File: src/rtl/serial_audio_rx_pkg.sv
package serial_audio_rx_pkg;

  localparam int unsigned SAR_WORD_W = 24;
  localparam int unsigned SAR_CNT_W  = $clog2(SAR_WORD_W + 1);

  typedef logic [SAR_WORD_W-1:0] sar_word_t;
  typedef logic [SAR_CNT_W-1:0]  sar_cnt_t;

  typedef enum logic [1:0] {
    FMT_RJ24  = 2'b00,
    FMT_RJ20  = 2'b01,
    FMT_I2S16 = 2'b10,
    FMT_I2S24 = 2'b11
  } sar_fmt_e;

  function automatic logic fmt_is_i2s(input logic [1:0] f);
    return f[1];
  endfunction

  function automatic sar_cnt_t fmt_bits(input logic [1:0] f);
    case (f)
      FMT_RJ20:  return sar_cnt_t'(20);
      FMT_I2S16: return sar_cnt_t'(16);
      default:   return sar_cnt_t'(SAR_WORD_W);
    endcase
  endfunction

  // Keep the low n bits of a shift history and move them to the top.
  function automatic sar_word_t rj_align(input sar_word_t hist, input sar_cnt_t n);
    sar_word_t mask;
    mask = {SAR_WORD_W{1'b1}} >> (SAR_WORD_W - int'(n));
    return (hist & mask) << (SAR_WORD_W - int'(n));
  endfunction

  // Write bit b at MSB-first position pos if it is inside the word.
  function automatic sar_word_t msb_place(input sar_word_t acc, input logic b,
                                          input sar_cnt_t pos, input sar_cnt_t n);
    sar_word_t r;
    r = acc;
    if (b && (pos < n)) r[SAR_WORD_W-1-int'(pos)] = 1'b1;
    return r;
  endfunction

endpackage

File: src/rtl/sar_input_sync.sv
module sar_input_sync #(
  parameter int unsigned NLINES      = 3,
  parameter int unsigned SYNC_STAGES = 2
) (
  input  logic              clk,
  input  logic              rst_n,
  input  logic              bclk_inv,
  input  logic              bclk,
  input  logic              lrclk,
  input  logic [NLINES-1:0] sdata,
  output logic              tick,
  output logic              lr_s,
  output logic [NLINES-1:0] data_s
);
  localparam int unsigned SW = NLINES + 2;

  logic [SW-1:0] chain [SYNC_STAGES];
  logic          bclk_prev;
  logic          bclk_s;

  always_ff @(posedge clk or negedge rst_n) begin
    if (!rst_n) begin
      for (int i = 0; i < int'(SYNC_STAGES); i++) chain[i] <= '0;
      bclk_prev <= 1'b0;
    end else begin
      chain[0] <= {sdata, lrclk, bclk};
      for (int i = 1; i < int'(SYNC_STAGES); i++) chain[i] <= chain[i-1];
      bclk_prev <= chain[SYNC_STAGES-1][0];
    end
  end

  assign bclk_s = chain[SYNC_STAGES-1][0];
  assign lr_s   = chain[SYNC_STAGES-1][1];
  assign data_s = chain[SYNC_STAGES-1][SW-1:2];

  always_comb begin
    if (bclk_inv) tick = bclk_prev & ~bclk_s;
    else          tick = ~bclk_prev & bclk_s;
  end
endmodule

File: src/rtl/sar_slot_tracker.sv
module sar_slot_tracker (
  input  logic clk,
  input  logic rst_n,
  input  logic is_i2s,
  input  logic tick,
  input  logic lr_s,
  output logic bound,
  output logic emit,
  output logic emit_left,
  output logic frame_done
);
  logic seen, started, lr_prev, got_left;

  always_comb begin
    bound      = tick && seen && (lr_s != lr_prev);
    emit       = bound && started;
    emit_left  = is_i2s ? ~lr_prev : lr_prev;
    frame_done = emit && !emit_left && got_left;
  end

  always_ff @(posedge clk or negedge rst_n) begin
    if (!rst_n) begin
      seen     <= 1'b0;
      started  <= 1'b0;
      lr_prev  <= 1'b0;
      got_left <= 1'b0;
    end else if (tick) begin
      seen    <= 1'b1;
      lr_prev <= lr_s;
      if (bound) started <= 1'b1;
      if (emit)  got_left <= emit_left;
    end
  end
endmodule

File: src/rtl/sar_lane.sv
module sar_lane
  import serial_audio_rx_pkg::*;
(
  input  logic      clk,
  input  logic      rst_n,
  input  logic      is_i2s,
  input  sar_cnt_t  nbits,
  input  logic      tick,
  input  logic      bound,
  input  logic      din,
  output sar_word_t word
);
  sar_word_t hist, acc, acc_next;
  sar_cnt_t  cnt;

  always_comb begin
    acc_next = msb_place(acc, din, cnt, nbits);
    word     = is_i2s ? acc_next : rj_align(hist, nbits);
  end

  always_ff @(posedge clk or negedge rst_n) begin
    if (!rst_n) begin
      hist <= '0;
      acc  <= '0;
      cnt  <= '0;
    end else if (tick) begin
      hist <= {hist[SAR_WORD_W-2:0], din};
      if (bound) begin
        acc <= '0;
        cnt <= '0;
      end else begin
        acc <= acc_next;
        if (cnt < nbits) cnt <= cnt + sar_cnt_t'(1);
      end
    end
  end
endmodule

File: src/rtl/serial_audio_rx.sv
module serial_audio_rx
  import serial_audio_rx_pkg::*;
#(
  parameter int unsigned NLINES      = 3,
  parameter int unsigned SYNC_STAGES = 2
) (
  input  logic                         clk,
  input  logic                         rst_n,
  input  logic [1:0]                   fmt_sel,
  input  logic                         bclk_inv,
  input  logic                         bclk,
  input  logic                         lrclk,
  input  logic [NLINES-1:0]            sdata,
  output logic [NLINES*SAR_WORD_W-1:0] left_word,
  output logic [NLINES*SAR_WORD_W-1:0] right_word,
  output logic                         frame_valid
);
  localparam int unsigned W = SAR_WORD_W;

  logic              tick, lr_s, bound, emit, emit_left, frame_done, is_i2s;
  logic [NLINES-1:0] data_s;
  sar_cnt_t          nbits;
  sar_word_t         lane_word [NLINES];

  assign is_i2s = fmt_is_i2s(fmt_sel);
  assign nbits  = fmt_bits(fmt_sel);

  sar_input_sync #(.NLINES(NLINES), .SYNC_STAGES(SYNC_STAGES)) u_sync (
    .clk(clk), .rst_n(rst_n), .bclk_inv(bclk_inv), .bclk(bclk), .lrclk(lrclk),
    .sdata(sdata), .tick(tick), .lr_s(lr_s), .data_s(data_s)
  );

  sar_slot_tracker u_track (
    .clk(clk), .rst_n(rst_n), .is_i2s(is_i2s), .tick(tick), .lr_s(lr_s),
    .bound(bound), .emit(emit), .emit_left(emit_left), .frame_done(frame_done)
  );

  for (genvar g = 0; g < NLINES; g++) begin : g_lane
    sar_lane u_lane (
      .clk(clk), .rst_n(rst_n), .is_i2s(is_i2s), .nbits(nbits), .tick(tick),
      .bound(bound), .din(data_s[g]), .word(lane_word[g])
    );

    always_ff @(posedge clk or negedge rst_n) begin
      if (!rst_n) begin
        left_word[g*W +: W]  <= '0;
        right_word[g*W +: W] <= '0;
      end else if (emit) begin
        if (emit_left) left_word[g*W +: W]  <= lane_word[g];
        else           right_word[g*W +: W] <= lane_word[g];
      end
    end
  end

  always_ff @(posedge clk or negedge rst_n) begin
    if (!rst_n) frame_valid <= 1'b0;
    else        frame_valid <= frame_done;
  end
endmodule

File: config.mk
export PLATFORM = sky130hd
export DESIGN_NAME = serial_audio_rx
export DESIGN_NICKNAME = d
export VERILOG_FILES = /design/src/rtl/serial_audio_rx_pkg.sv /design/src/rtl/sar_input_sync.sv /design/src/rtl/sar_slot_tracker.sv /design/src/rtl/sar_lane.sv /design/src/rtl/serial_audio_rx.sv
export SDC_FILE = /design/constraint.sdc
export NUM_CORES = 1
export LEC_CHECK = 0
export ABC_AREA = 1
export BUFFER_PORTS_ARGS = -buffer_cell sky130_fd_sc_hd__buf_4
export CAP_MARGIN = 40
export CORE_UTILIZATION = 64
export DETAILED_ROUTE_END_ITERATION = 6
export GPL_ROUTABILITY_DRIVEN = 1
export PLACE_DENSITY = 0.9
export SYNTH_ARGS = -nofsm -noshare
export SYNTH_HDL_FRONTEND = slang
export SYNTH_SLANG_ARGS = --single-unit
File: constraint.sdc
create_clock -name clk -period 4.3 [get_ports clk]
set_clock_uncertainty 0.2 [all_clocks]
set_input_delay 0.86 -clock clk [delete_from_list [all_inputs] [get_ports clk]]
set_output_delay 0.86 -clock clk [all_outputs]
set_load 0.01 [all_outputs]
==> metrics <==
final setup fails 0; syn_area_per_cell roughly 8 um2; Post-Syn Nets 1964; TritonCTS clock tree yes; multi-input logic area around 0.0065 mm2; crit path max fanout 10; Setup Buffers After CTS 0; layout cells sized above 1 12.49%; max-slew violations 0; Switching Power around 0.0032 W; fillers 1633; combinational share of power between 20% and 30%; GPL Wtd Cong between 0.9 and 1; Pleak around 9.6 nW; root buf cell clkbuf_16; Slew @ Worst Pin approximately 0.92 ns; Clk pwr share 32.7%; Distinct cells, synth 31; chip width 157.2 um; minimum clock period between 3 and 4 ns; initial antenna violation count 0; post-route insts no fill about 2.4k; sequential fraction of the synthesis area between 50% and 60%; relative slew slack about two fifths; CP arrival around 3.5 ns; placed instance area approximately 0.017 mm2; Fin. Hold Viols 0; RSZ-0062 raised after global routing no; Sinks on Clock Net 319; Post-Synthesis Cells about 1.9k; Final ANT Viol Nets 0; drt wl/cell 18.09 um; vias in the first global route between 10k and 15k; status finished clean; DRC 0; die area between 0.02 and 0.025 mm2; final WL 43140 um; max frequency ~310 MHz; CP most frequent cell nand2_1; hold-fix buffers at CTS 0; total of max-cap violations 0; Die Height roughly 160 um; Top Ports roughly 160; dominant synthesized flop cell dfrtp_1; vias per inst between 5 and 6; CP Buf/Inv Count 4; Max H-tree Level 2; synthesis-stage register bit count around 320; Critical Path End Type flop; CP max-delay cell ha_1; Util after Layout between 70% and 80%; CP peak stage delay approximately 0.44 ns; post-route cell area roughly 0.018 mm2; WP data required between 4 and 5 ns; crit-path cells buf_4 -> inv_1 -> ha_1 -> clkinv_1 -> ha_1 -> nand2_1 -> inv_1 -> nand2_1 -> nand3_1 -> o21bai_1 -> nand2_1 -> nand2_1 -> nand2_1 -> nand2_1; cts repair resizes 0; synth warn 0; Initial DRC Count between 1.5k and 2k; internal power approximately 0.0065 W; CTS clk-pin slew, worst paths 0.06 ns; Vias approximately 14k; Buffers on Ports approximately 150; power share of the sequential group a little over two fifths; Clock Latency Late Sink 0.51 ns; Worst Setup Path Type in -> reg; P&R area growth vs syn 16.26%; Initial Util between 60% and 70%; GRT Overall Usage between 30 and 40%; Overall Power between 0.009 and 0.01 W; Net Sw Frac around a third; peak supply drop roughly 0.42 mV; FF+latch area 0.007983 mm2; Core Area approximately 0.024 mm2; Post-Syn Area roughly 0.015 mm2; TritonRoute pass-1 iters 6; Post-synth EDFFs 0; Async S/R FF share, synth between 90% and 100%; period utilization about three quarters; critical path startpoint category input pin; Final #Nets 2071; first-pass GRT wire length 69210 um; # rows between 50 and 60; Final TNS setup 0 ns; CTS max path bufs 3; total CTS buffers 35; pin count of the biggest net entering global routing 112; crit-path leading delay family simple AND/OR/NAND/NOR gates; ant diodes 0; detailed placer's ending HPWL about 28000 um; dpl cells approximately 2.3k; Cell Pwr Density 541.7 mW/mm2; total grt overflow 0; HP Class reg -> reg
worst reg2reg max path: cells and delay by family (launching register included):
kind,cells,cell delay [ns]
buf+inv,3,1.30
flops,1,0.41
simple gates,7,0.91
area by class of cell:
class / instances / area share, %
sequential: 319 / 44.56
multi-input combinational: 1388 / 36.11
timing repair buffer: 182 / 7.809
clock buffer: 49 / 5.923
inverter: 117 / 2.452
tap: 319 / 2.228
clock inverter: 11 / 0.9150
power by group through the flow:
stage	Combinational [W]	Clock (W)	Sequential, W
2_1_floorplan	0.00125	0	0.00413
3_3_place_gp	0.00235	0	0.00406
3_5_place_dp	0.00243	0	0.00408
4_1_cts	0.00246	0.00318	0.00404
5_1_grt	0.00273	0.00329	0.00412
6_report	0.00248	0.00317	0.00406
cell usage in the layout, fill, tap and decap left out, drive strengths merged:
master and count:
o21bai 57, o211ai 20, o22ai 25, inv 113, bufinv 4, clkbuf 49, ha 18, a21oi 18
nand2 899, or2 3, xor2 6, o211a 27, nand3 102, clkinv 9, nor2 29, clkinvlp 2
dfrtp 319, o21ai 123, and2 9, a21boi 31, nor3 2, nand4 19, buf 182
flip-flops by register name, summed over array words and instances (netlist names):
| name | count |
|---|---|
| frame_valid | 1 |
| u_sync.bclk_s | 1 |
| u_track.lr_prev | 1 |
| u_sync.bclk_prev | 1 |
| u_track.got_left | 1 |
| u_sync.chain | 5 |
| g_lane.u_lane.cnt | 15 |
| g_lane.u_lane.acc | 72 |
| right_word | 72 |
| u_track.started | 1 |
| u_sync.data_s | 3 |
| g_lane.u_lane.hist | 72 |
| u_sync.lr_s | 1 |
| left_word | 72 |
| u_track.seen | 1 |
logic make-up (layout without fill, tap and decap cells):
| family | Yosys count | after routing | share of synthesized area [%] |
|---|---|---|---|
| buffers and inverters | 229 | 359 | 6.342 |
| adder cells (fa/ha/maj) | 18 | 18 | 1.462 |
| AND/OR/NAND/NOR | 1063 | 1063 | 27.39 |
| flip-flops | 319 | 319 | 51.81 |
| AO/OA/AOI/OAI | 301 | 301 | 12.66 |
| XOR/XNOR | 6 | 6 | 0.3410 |
metrics by stage:
step / hold slack (ns) / setup slack (ns)
floorplan: 0.1312 / 1.463
global placement: 0.1319 / 0.6123
detailed placement: 0.1356 / 0.6525
CTS: 0.1489 / 1.141
global route: 0.1633 / 0.8003
finish: 0.1475 / 1.064
synth_stat cells, drive strengths merged (19+ instances only):
| cell type | n | share of area [%] |
|---|---|---|
| nand2 | 899 | 22 |
| dfrtp | 319 | 52 |
| o21ai | 123 | 4.0 |
| inv | 113 | 2.8 |
| nand3 | 102 | 3.3 |
| buf | 67 | 2.4 |
| o21bai | 57 | 2.8 |
| clkbuf | 45 | 1.1 |
| a21boi | 31 | 1.5 |
| nor2 | 29 | 0.82 |
| o211a | 27 | 1.8 |
| o22ai | 25 | 1.0 |
| o211ai | 20 | 0.97 |
| nand4 | 19 | 0.77 |
path summary, 6_finish.rpt:
check                           startpoint               end  slack (ns)  cells past startpoint
min in group asynchronous            rst_n     right_word[1]        0.18                      1
max in group asynchronous            rst_n    right_word[40]        2.74                      2
max                             fmt_sel[0]     left_word[15]        1.06                     14
max reg2reg                u_track.lr_prev    right_word[69]        1.42                     10
min reg2reg                u_sync.chain[9]  u_sync.data_s[2]        0.15                      0
min                        u_sync.chain[9]  u_sync.data_s[2]        0.15                      0
layer usage:
metal  track usage (%)  wire length [um]
met5                 0                 0
met4             16.97              1835
met3             6.773              4322
met2             57.04             20250
met1             47.29             16730
No activity file was read; power rests on OpenSTA's default activity.
